<file path="src/rtl/vwg_pkg.sv">
package vwg_pkg;

    typedef enum logic [1:0] {
        ARB_IDLE    = 2'd0,
        ARB_STALL   = 2'd1,
        ARB_GRANT   = 2'd2,
        ARB_RELEASE = 2'd3
    } arb_state_e;

    typedef struct packed {
        logic valid;   // request present
        logic hit;     // request inside the screen window
        logic wr;      // request is a write
    } cpu_acc_t;

    function automatic logic in_window(input logic [31:0] a,
                                       input logic [31:0] base,
                                       input logic [31:0] size);
        return (a >= base) && ((a - base) < size);
    endfunction

endpackage

</file>
<file path="src/rtl/vwg_decode.sv">
module vwg_decode
    import vwg_pkg::*;
#(
    parameter int ADDR_W   = 16,
    parameter int SCR_BASE = 'h3C00,
    parameter int SCR_SIZE = 1024
) (
    input  logic [ADDR_W-1:0] cpu_addr,
    input  logic              cpu_req,
    input  logic              cpu_wr,
    output cpu_acc_t          acc
);
    localparam logic [31:0] BASE_W = 32'(SCR_BASE);
    localparam logic [31:0] SIZE_W = 32'(SCR_SIZE);

    always_comb begin
        acc.valid = cpu_req;
        acc.wr    = cpu_wr;
        acc.hit   = cpu_req && in_window(32'(cpu_addr), BASE_W, SIZE_W);
    end
endmodule

</file>
<file path="src/rtl/vwg_arbiter.sv">
module vwg_arbiter
    import vwg_pkg::*;
(
    input  logic     clk,
    input  logic     rst,
    input  cpu_acc_t acc,
    input  logic     arb_en,
    input  logic     hblank,
    input  logic     vblank,
    input  logic     blank_last,
    output logic     cpu_wait,
    output logic     cpu_grant,
    output logic     ram_we,
    output logic     vid_oe
);
    arb_state_e state_q, state_d;
    logic       wr_q;
    logic       blank_ok;

    assign blank_ok = (hblank || vblank) && !blank_last;

    always_comb begin
        state_d = state_q;
        unique case (state_q)
            ARB_IDLE:
                if (acc.hit)
                    state_d = (!arb_en || blank_ok) ? ARB_GRANT : ARB_STALL;
            ARB_STALL:
                if (!acc.valid)                state_d = ARB_IDLE;
                else if (blank_ok || !arb_en)  state_d = ARB_GRANT;
            ARB_GRANT:
                state_d = ARB_RELEASE;
            ARB_RELEASE:
                if (!acc.valid) state_d = ARB_IDLE;
            default:
                state_d = ARB_IDLE;
        endcase
    end

    always_ff @(posedge clk) begin
        if (rst) begin
            state_q <= ARB_IDLE;
            wr_q    <= 1'b0;
        end else begin
            state_q <= state_d;
            if (state_q == ARB_IDLE && acc.hit)
                wr_q <= acc.wr;
        end
    end

    assign cpu_wait  = (state_q == ARB_STALL);
    assign cpu_grant = (state_q == ARB_GRANT);
    assign ram_we    = cpu_grant && wr_q;
    assign vid_oe    = !cpu_grant;

    // a wait only ever starts from an enabled screen hit
    p_wait_cause_r2: assert property (@(posedge clk) disable iff (rst)
        $rose(cpu_wait) |-> $past(acc.hit && arb_en));

    // wait released with a held request only by a usable blanking tick
    p_release_blank_r3: assert property (@(posedge clk) disable iff (rst)
        ($fell(cpu_wait) && $past(acc.valid) && $past(arb_en))
            |-> (cpu_grant && $past(blank_ok)));

    // every grant comes from a request that was present
    p_grant_cause_r4: assert property (@(posedge clk) disable iff (rst)
        $rose(cpu_grant) |-> $past(acc.valid));

    // grant never repeats back to back
    p_single_grant_r10: assert property (@(posedge clk) disable iff (rst)
        cpu_grant |=> !cpu_grant);

    // after a grant the video side owns the RAM again with no write
    p_return_video_r7: assert property (@(posedge clk) disable iff (rst)
        cpu_grant |=> (vid_oe && !ram_we));
endmodule

</file>
<file path="src/rtl/vwg_stall_ctr.sv">
module vwg_stall_ctr #(
    parameter int CNT_W = 8
) (
    input  logic             clk,
    input  logic             rst,
    input  logic             stall,
    output logic [CNT_W-1:0] count
);
    localparam logic [CNT_W-1:0] CNT_MAX = {CNT_W{1'b1}};

    logic stall_prev;

    always_ff @(posedge clk) begin
        if (rst) begin
            count      <= '0;
            stall_prev <= 1'b0;
        end else begin
            stall_prev <= stall;
            if (stall) begin
                if (!stall_prev)          count <= CNT_W'(1);
                else if (count != CNT_MAX) count <= count + 1'b1;
            end
        end
    end

    // a finished wait always leaves a non-zero length
    p_count_set_r9: assert property (@(posedge clk) disable iff (rst)
        $fell(stall) |-> (count != '0));

    // between waits the reported length is frozen
    p_count_hold_r9: assert property (@(posedge clk) disable iff (rst)
        (!stall && $past(!stall)) |-> $stable(count));
endmodule

</file>
<file path="src/rtl/vram_wait_gen.sv">
module vram_wait_gen
    import vwg_pkg::*;
#(
    parameter int ADDR_W   = 16,
    parameter int SCR_BASE = 'h3C00,
    parameter int SCR_SIZE = 1024,
    parameter int CNT_W    = 8
) (
    input  logic              clk,
    input  logic              rst,
    input  logic [ADDR_W-1:0] cpu_addr,
    input  logic              cpu_req,
    input  logic              cpu_wr,
    input  logic              hblank,
    input  logic              vblank,
    input  logic              blank_last,
    input  logic              arb_en,
    output logic              cpu_wait,
    output logic              cpu_grant,
    output logic              ram_we,
    output logic              vid_oe,
    output logic [CNT_W-1:0]  stall_count
);
    cpu_acc_t acc;

    vwg_decode #(
        .ADDR_W  (ADDR_W),
        .SCR_BASE(SCR_BASE),
        .SCR_SIZE(SCR_SIZE)
    ) u_decode (
        .cpu_addr(cpu_addr),
        .cpu_req (cpu_req),
        .cpu_wr  (cpu_wr),
        .acc     (acc)
    );

    vwg_arbiter u_arbiter (
        .clk       (clk),
        .rst       (rst),
        .acc       (acc),
        .arb_en    (arb_en),
        .hblank    (hblank),
        .vblank    (vblank),
        .blank_last(blank_last),
        .cpu_wait  (cpu_wait),
        .cpu_grant (cpu_grant),
        .ram_we    (ram_we),
        .vid_oe    (vid_oe)
    );

    vwg_stall_ctr #(.CNT_W(CNT_W)) u_stall_ctr (
        .clk  (clk),
        .rst  (rst),
        .stall(cpu_wait),
        .count(stall_count)
    );

    // wait and grant are never both high
    p_exclusive_r5: assert property (@(posedge clk) disable iff (rst)
        !(cpu_wait && cpu_grant));
endmodule

</file>
<file path="config.mk">
export PLATFORM = sky130hd
export DESIGN_NAME = vram_wait_gen
export DESIGN_NICKNAME = d
export VERILOG_FILES = /design/src/rtl/vwg_pkg.sv /design/src/rtl/vwg_decode.sv /design/src/rtl/vwg_arbiter.sv /design/src/rtl/vwg_stall_ctr.sv /design/src/rtl/vram_wait_gen.sv
export SDC_FILE = /design/constraint.sdc
export NUM_CORES = 1
export LEC_CHECK = 0
export CORE_MARGIN = 2
export CORE_UTILIZATION = 33
export CTS_CLUSTER_SIZE = 12
export DETAILED_ROUTE_END_ITERATION = 7
export PLACE_DENSITY = 0.74
export SKIP_LAST_GASP = 1
export SLEW_MARGIN = 0
export SYNTH_ARGS = -nofsm -noshare
export SYNTH_HDL_FRONTEND = slang
export SYNTH_SLANG_ARGS = --single-unit
</file>
<file path="constraint.sdc">
create_clock -name clk -period 1.5 [get_ports clk]
set_clock_uncertainty 0.2 [all_clocks]
set_input_delay 0.225 -clock clk [delete_from_list [all_inputs] [get_ports clk]]
set_output_delay 0.225 -clock clk [all_outputs]
set_load 0.01 [all_outputs]
</file>
Word-level counts from Yosys, hierarchy flattened
Cells that the tools add are included.
Widths: inputs -> output; s select.
{"block": "op_classes", "addsub": 2, "n_lt_le_gt_ge": 2, "n_eq_ne": 8, "n_mux": 8, "n_reduce_logical": 13}
{"operator": "$lt 32x11->1 const B", "n": 1}
{"operator": "$sub 16x14->17 const B", "n": 1}
{"operator": "$ge 16x14->1 const B", "n": 1}
{"operator": "$mux 8", "n": 2}
{"operator": "$mux 2", "n": 5}
{"operator": "$add 8x1->8 const B", "n": 1}
{"operator": "$ne 8x8->1 const B", "n": 1}
{"operator": "$pmux 2 s4", "n": 1}
{"operator": "$logic_and 1x1->1", "n": 5}
{"operator": "$eq 2x2->1 const B", "n": 2}
{"operator": "$ne 2x2->1 const B", "n": 2}
{"operator": "$logic_not 1->1", "n": 3}
{"operator": "$ne 3x3->1 const B", "n": 1}
{"operator": "$reduce_and 3->1", "n": 1}
{"operator": "$eq 2x1->1 const B", "n": 1}
{"operator": "$logic_not 2->1", "n": 1}
{"operator": "$logic_or 1x1->1", "n": 2}
{"operator": "$ne 2x1->1 const B", "n": 1}
{"operator": "$reduce_and 2->1", "n": 1}
{"block": "totals", "regBits": 12, "in_bits": 24, "out_inout_bits": 12}

Depth between registers and ports, before layout
Gate-level depths: netlist of the first run.
{"block": "depth", "ltp_word": 6, "mapped_depth": 5, "mapped_depth_nobuf": 5}

Modules after synthesis
From an unflattened synthesis of the first run, not the netlist that was laid out.
{"block": "hier_totals", "hier_cells": 70, "area_unflattened_um2": 654.4}
{"mod": "vwg_stall_ctr", "instances": 1, "cells_each": 47, "area_per_inst_um2": 446.7, "seq_area_each_um2": 180.2}
{"mod": "vwg_arbiter", "instances": 1, "cells_each": 18, "area_per_inst_um2": 170.2, "seq_area_each_um2": 60.1}
{"mod": "vwg_decode", "instances": 1, "cells_each": 5, "area_per_inst_um2": 37.5, "seq_area_each_um2": 0.0}

Worst setup path before layout of the first run
Ideal clock, no wire load.
{"block": "synth_timing", "kind": "reg2reg", "start": "register u_stall_ctr.count[0]", "end": "register u_stall_ctr.count[7]", "arrival_ps": 1272, "setup_slack_ps": -87, "path_stages_with_launch": 6, "n_path_buf": 0, "synth_period_minus_slack_ps": 1587, "path_cell_list": "dfxtp_1 ha_1 nand4_2 o21ai_4 nor4_1 o21ba_1"}
{"block": "synth_via", "elab_chain_cells": 3}
{"item": "start: declaration", "line_no": "vwg_stall_ctr.sv:7", "text": "output logic [CNT_W-1:0] count"}
{"item": "start signal: assignment", "line_no": "vwg_stall_ctr.sv:21", "text": "else if (count != CNT_MAX) count <= count + 1'b1;"}
{"item": "$add 8x1->8 / $ne 8x8->1 (equally long branches)", "line_no": "vwg_stall_ctr.sv:21"}
{"item": "$mux 8 / $ne 2x2->1 (equally long branches)"}
{"item": "$mux 8 / $reduce_and 2->1 (equally long branches)"}
Parallel ways exist; a longest one is shown, timed or not. The select of a mux whose other input is x is not followed.
A chain may end at the register's enable or synchronous reset.

Final worst setup path of the first run
{"block": "layout_timing", "start": "register u_stall_ctr.count[1]", "end": "register u_stall_ctr.count[7]"}
The elaborated chain is that of the path after synthesis.

==> results of run 1 <==
[Yosys cell counts (2+ instances only)]
master,n,area share
a21oi_1,5,0.040
dfxtp_1,12,0.38
nand3_1,4,0.032
and4_1,2,0.028
o21ai_0,3,0.024
inv_1,2,0.012
nand2_1,4,0.024
nor2_1,6,0.036
nor2b_1,3,0.030
and3_1,2,0.020
or3_1,2,0.020
o21a_1,2,0.024
[registers in the layout, summed over array words and instances, names as in the netlist]
name and count:
u_stall_ctr.count 8, u_arbiter.state_q 2, u_arbiter.wr_q 1, u_stall_ctr.stall_prev 1
[area by class of cell]
cell class	count	area, sq um	area share
Multi-Input combinational cell	55	444	0.404
Clock buffer	3	22.5	0.0205
Inverter	3	16.3	0.0148
Tap cell	25	31.3	0.0285
Timing Repair Buffer	38	332	0.302
Sequential cell	12	253	0.230
[layer usage]
layer  up-vias  wire (um)  share of wire
met2        26        784           0.48
li1        344          -              -
met5         -          0              0
met3         4        115          0.070
met1       309        686           0.42
met4         0         53          0.032
[kinds of logic after synthesis]
| logic type | share of synthesized area |
|---|---|
| muxes | 0.0159 |
| DFF | 0.381 |
| adders and majority gates | 0.0198 |
| xor gates and xnor gates | 0.0278 |
| buffers and inverters | 0.0258 |
| and+or+nand+nor | 0.312 |
| AOI/OAI and AO/OA | 0.218 |
[how the worst max path moves through the flow]
stage | startpoint | endpoint | slack (ns) | cells after the start
final | u_stall_ctr.count[1]$_SDFFE_PP0P_ | u_stall_ctr.count[7]$_SDFFE_PP0P_ | -0.01 | 5
after floorplan | u_stall_ctr.count[0]$_SDFFE_PP0P_ | u_stall_ctr.count[7]$_SDFFE_PP0P_ | 0.007 | 5
after CTS | u_arbiter.state_q[0]$_SDFFE_PP0P_ | ram_we | -0.16 | 4
after global placement | cpu_addr[14] | u_arbiter.wr_q$_SDFFE_PP0P_ | -0.27 | 5
after detailed placement | cpu_addr[10] | u_arbiter.wr_q$_SDFFE_PP0P_ | -0.30 | 5
after global routing | u_stall_ctr.count[1]$_SDFFE_PP0P_ | u_stall_ctr.count[4]$_SDFFE_PP0P_ | -0.05 | 5
[report_power, final]
group	leakage (nW)	switching [W]	internal [W]
clock network	0.0138	0.000107	0.0000931
registers	0.102	0.00000109	0.000319
logic	0.347	0.0000212	0.0000486
[worst min-delay path, cell delays in order, from the launching register on]
cell	delay, ns
dfxtp_1	0.33
mux2i_1	0.07
nor2_1	0.08
[repair_timing]
action / 4_1_cts / 5_1_grt
buffers inserted: 0 / 1
gates cloned: 0 / 0
pin swaps: 0 / 6
resized for setup: 26 / 14
endpoints found under the setup margin: 17 / 11
[stage by stage]
stage                     area [sq um]  power, W  utilization  hold WS (ns)  worst slack [ns]
final                             1100  0.000590        0.623         0.314          -0.00992
after global routing              1100  0.000616        0.623         0.357           -0.0520
after CTS                         1050  0.000593        0.595         0.312            -0.161
after detailed placement          1010  0.000396        0.571         0.284            -0.301
after global placement            1010  0.000395        0.571         0.282            -0.266
after floorplan                    636  0.000343            -        0.0867           0.00681
==> flow_metrics.tcl, run 1 <==
set metrics [dict create \
    status "finished, violations left" \
    violations "setup timing" \
    fin_ws_ns -0.00992 \
    tightestPinTransition_ns 0.295 \
    async_flop_share 0 \
    crit_family "compound AO/OA/AOI/OAI gates" \
    drt_iter0_drc 2 \
    rr_startpoint "u_stall_ctr.count[1]$_SDFFE_PP0P_" \
    synth_ff_type "dfxtp_1" \
    hpwl_um 1180 \
    synthesis.area_sq_um 631 \
    grt_max_degree 9 \
    critical_path.cell_chain "buf_4 -> and3_4 -> nand3_2 -> o31a_1 -> o21ba_1" \
    nFillCells 183 \
    fin_tns_setup_ns -0.0116 \
    synth-edff-count 0 \
    clock_path_buffers 2 \
    crit_type "reg2reg" \
    synth_nets 95 \
    stdcell_count 136 \
    syn_avg_cell_area_sq_um 9.01 \
    min_from "u_arbiter.wr_q$_SDFFE_PP0P_" \
    tritoncts "yes" \
    layout_commonest_cell "clkdlybuf4s50_1" \
    drt-total-wl_um 1640 \
    reg2reg_depth 5 \
    numPortBuffers 25 \
    final_cell_mix "clkdlybuf4s50_1 (13), buf_4 (12), dfxtp_2 (10)" \
    finalCritPeriodShare 1.01 \
    grt_use_met3 0.0491 \
    die_area_sq_mm 0.00228 \
    core_area_sq_mm 0.00176 \
    ys_seq_elements 12 \
    required_ns 1.47 \
    period_needed_ns 1.51 \
    drc_errors 0 \
    clock-sinks 12 \
    setup_viol 2 \
    cap_violations 0 \
    maxSlewHeadroom 0.802 \
    grt_pass1_wl_um 2550 \
    numCtsBuffers 3 \
    critPathBufInv 1 \
    slew_violations 0 \
    rows 15 \
    regToRegSetupSlack_ns -0.01 \
    gp_congestion 0.849 \
    cp_slowest_cell "dfxtp_2" \
    ir_worst_vdd_mv 0.516 \
    dp_cells 132 \
    synth_cell_type_count 35 \
    grt_overflow 0 \
    cts-root-buf "clkbuf_4" \
    diodes 0 \
    met2_usage 0.267 \
    end_kind "flip-flop" \
    clock_latency_ns 0.27 \
    top_usage_layer "met2" \
    viasPerCell 5.02 \
    hold_viol_final 0 \
    syn_to_final_growth_pct 74.2 \
    io_pins 36 \
    ctsHoldBuffers 0 \
    grt_usage 0.164 \
    cp_max_fo 4 \
    worst_ep_arrival_time_ns 1.48 \
    min_to "u_arbiter.wr_q$_SDFFE_PP0P_" \
    grt_pass1_vias 637 \
    die_w_um 47.7 \
    synth_cells 70 \
    avgRoutedWirePerCell_um 12.1 \
    min_path_type "reg2reg" \
    power_density_mw_per_mm2 537 \
    grt.met1_usage 0.183 \
    die_h_um 47.7 \
    drive_above_1_share 0.387 \
    grt_setup_unrepaired "yes" \
    fin_nets 138 \
    h-tree-depth 1 \
    num_vias 683 \
    yosysWarningCount 0 \
    initial_core_util 0.357 \
    max_freq_ghz 0.662 \
    slowest_delay_ns 0.37 \
    start_kind "flip-flop" \
    synth_seq_area_share 0.381 \
    clk_transition_reported_paths_ns 0.07 \
    drt-pass1-iter-count 2 \
    p_leak_nw 0.463 \
    antenna_found_initial 0 \
    whs_path_depth 2 \
    drtAntennaViolNets 0 \
    r2r-end "u_stall_ctr.count[7]$_SDFFE_PP0P_" \
]
Power figures use the tool's default switching activity.
==> inputs of run 2 (changes only) <==
--- a/config.mk
+++ b/config.mk
@@ -5,8 +5,9 @@
 export SDC_FILE = /design/constraint.sdc
 export NUM_CORES = 1
 export LEC_CHECK = 0
+export ABC_AREA = 1
 export CORE_MARGIN = 2
-export CORE_UTILIZATION = 33
+export CORE_UTILIZATION = 34
 export CTS_CLUSTER_SIZE = 12
 export DETAILED_ROUTE_END_ITERATION = 7
 export PLACE_DENSITY = 0.74
==> run 2 against run 1 <==
The flow now finishes without violations. Setup slack better by 0.048 ns. Critical path depth unchanged. Count of clock-buffer cells in the layout up 1. Sequential share of layout area fell by 1.4 points. Sequential cell count stayed put. Wire length grew 2.3%. Via count increased by 16%. Worst hold slack improved by 0.017 ns. Global-route usage shrank 1.1 points. Maximum frequency up 3.3%. Largest power group unchanged.
==> flow_metrics.tcl, run 2 <==
set metrics [dict create \
    synth_ff_type "dfxtp_1" \
    async_flop_share 0 \
    critical_path.cell_chain "inv_2 -> buf_4 -> nand2_2 -> clkinv_2 -> buf_6" \
    cp_slowest_cell "dfxtp_2" \
    min_to "u_stall_ctr.count[2]$_SDFFE_PP0P_" \
    core_area_sq_mm 0.00190 \
    rr_startpoint "u_arbiter.state_q[1]$_SDFFE_PP0P_" \
    fin_ws_ns 0.0384 \
    grt_pass1_vias 699 \
    nFillCells 180 \
    ys_seq_elements 12 \
    regToRegSetupSlack_ns 0.06 \
    setup_viol 0 \
    final_cell_mix "nand2_1 (23), inv_1 (16), nor2_1 (16)" \
    rows 16 \
    largest_register_ffs 8 \
    initial_core_util 0.350 \
    cap_violations 0 \
    netlist.area_leader.share 0.361 \
    synth_cell_type_count 16 \
    max_freq_ghz 0.684 \
    min_path_type "reg2reg" \
    slew_violations 0 \
    grt_max_degree 9 \
    largestRegisters "u_stall_ctr.count x8, u_arbiter.state_q x2" \
    numPortBuffers 25 \
    clk_transition_reported_paths_ns 0.08 \
    clock_latency_ns 0.27 \
    die_h_um 48.2 \
    end_kind "output pin" \
    drc_errors 0 \
    place_ws_ns -0.169 \
    layout_commonest_cell "nand2_1" \
    ctsHoldBuffers 0 \
    synthesis.area_sq_um 666 \
    grt_pass1_wl_um 2530 \
    num_vias 793 \
    start_kind "flip-flop" \
    gp_congestion 0.835 \
    hold_viol_final 0 \
    synth_seq_area_share 0.361 \
    synthTopCellsByArea "dfxtp_1 (36%), nand2_1 (14%), inv_1 (10%), nor2_1 (10%), nand3_1 (6.8%)" \
    h-tree-depth 1 \
    synth-edff-count 0 \
    die_w_um 48.2 \
    maxSlewHeadroom 0.823 \
    crit_type "reg2out" \
    synth_common_cells "nand2_1 (25), inv_1 (18), nor2_1 (18)" \
    min_from "u_stall_ctr.count[2]$_SDFFE_PP0P_" \
    avgRoutedWirePerCell_um 9.47 \
    period_needed_ns 1.46 \
    hpwl_um 1350 \
    antenna_found_initial 0 \
    status "complete, no violations" \
    tritoncts "yes" \
    grt_overflow 0 \
    fin_nets 176 \
    grt_setup_unrepaired "yes" \
    drt-pass1-iter-count 4 \
    r2r-end "u_arbiter.state_q[1]$_SDFFE_PP0P_" \
    clock_path_buffers 2 \
    syn_avg_cell_area_sq_um 6.22 \
    synth_nets 132 \
    cp-startpoint "u_arbiter.state_q[1]$_SDFFE_PP0P_" \
    required_ns 1.07 \
    drt-total-wl_um 1680 \
    drt_iter0_drc 6 \
    p_leak_nw 0.518 \
    dpl_cell_area_sq_mm 0.00105 \
    numCtsBuffers 3 \
    slowest_delay_ns 0.34 \
    finish.instance_area_sq_mm 0.00113 \
    yosysWarningCount 0 \
    ir_worst_vdd_mv 0.420 \
    whs_path_depth 2 \
    syn_to_final_growth_pct 70.5 \
    drive_above_1_share 0.267 \
    die_area_sq_mm 0.00233 \
    yosysMostFrequentCell "nand2_1" \
    grt_usage 0.153 \
    worst_ep_arrival_time_ns 1.04 \
    cts-root-buf "clkbuf_4" \
    finalCritPeriodShare 0.974 \
    viasPerCell 4.48 \
    cp_max_fo 2 \
    diodes 0 \
    tightestPinTransition_ns 0.263 \
    synth_cells 107 \
    largest-register "u_stall_ctr.count" \
    power_density_mw_per_mm2 566 \
    yosys.area.top_type "dfxtp_1" \
    io_pins 36 \
    drtAntennaViolNets 0 \
    reg2reg_depth 9 \
    clock-sinks 12 \
]
## run 2: cell count changes after synthesis, sizes merged, moves of 3 or more
cell   delta
nand2    +22
nor2     +13
nand3     +6
inv      +17
nor2b     -3
nor3      +3
o21ai     +3
## run 2: timing repair
action                                  CTS  global route
setup buffers                             0             1
endpoints found under the setup margin   15            12
pin swaps                                 4             7
gates resized for setup                  34            12
## run 2: worst max-delay path, delay by kind of cell, from the launching register on
family	cells	cell delay (ns)
and+or+nand+nor	1	0.06
DFF	1	0.34
buffers and inverters	4	0.36
## run 2: cell families (layout without fill, tap and decap cells)
kind of cell             count (synthesis)  after routing  share of synthesized area
AO/OA/AOI/OAI                           12             12                     0.0959
buffers and inverters                   20             63                      0.115
AND/OR/NAND/NOR                         62             62                      0.410
flip-flops                              12             12                      0.361
adder cells (fa/ha/maj)                  1              1                     0.0188
## run 2: area by class of cell
cell class | instances | area [sq um] | area share
Multi-Input combinational cell | 75 | 403 | 0.355
Sequential cell | 12 | 245 | 0.216
Timing Repair Buffer | 39 | 338 | 0.298
Clock buffer | 4 | 36.3 | 0.0320
Inverter | 20 | 78.8 | 0.0695
Tap cell | 27 | 33.8 | 0.0298
## run 2: routing by layer
metal  vias up  track usage  share of wire
met1       345        0.165           0.40
li1        422            -              -
met5         -            0              0
met2        24        0.279           0.53
met3         2       0.0407          0.067
met4         0       0.0649         0.0042
## run 2: report_power, final
part | internal, W | total, W | switching, W
clock network | 0.000147 | 0.000256 | 0.000109
logic | 0.0000433 | 0.0000661 | 0.0000228
registers | 0.000319 | 0.000320 | 0.000000722
## run 2: through the flow
| stage | TNS (ns) | utilization | instances | power [W] | hold slack, ns |
|---|---|---|---|---|---|
| floorplan | 0 | - | 107 | 0.000343 | 0.0941 |
| global placement | -0.709 | 0.551 | 172 | 0.000391 | 0.291 |
| detailed placement | -0.758 | 0.551 | 172 | 0.000392 | 0.304 |
| CTS | -0.131 | 0.575 | 176 | 0.000652 | 0.327 |
| global route | -0.0313 | 0.597 | 177 | 0.000675 | 0.383 |
| finish | 0 | 0.597 | 177 | 0.000642 | 0.331 |
## run 2: worst max-delay path by stage
stage / end / slack, ns
floorplan: u_stall_ctr.count[5]$_SDFFE_PP0P_ / 0.008
global placement: u_arbiter.state_q[1]$_SDFFE_PP0P_ / -0.15
detailed placement: ram_we / -0.17
CTS: ram_we / -0.13
global route: u_stall_ctr.count[7]$_SDFFE_PP0P_ / -0.02
finish: cpu_wait / 0.04
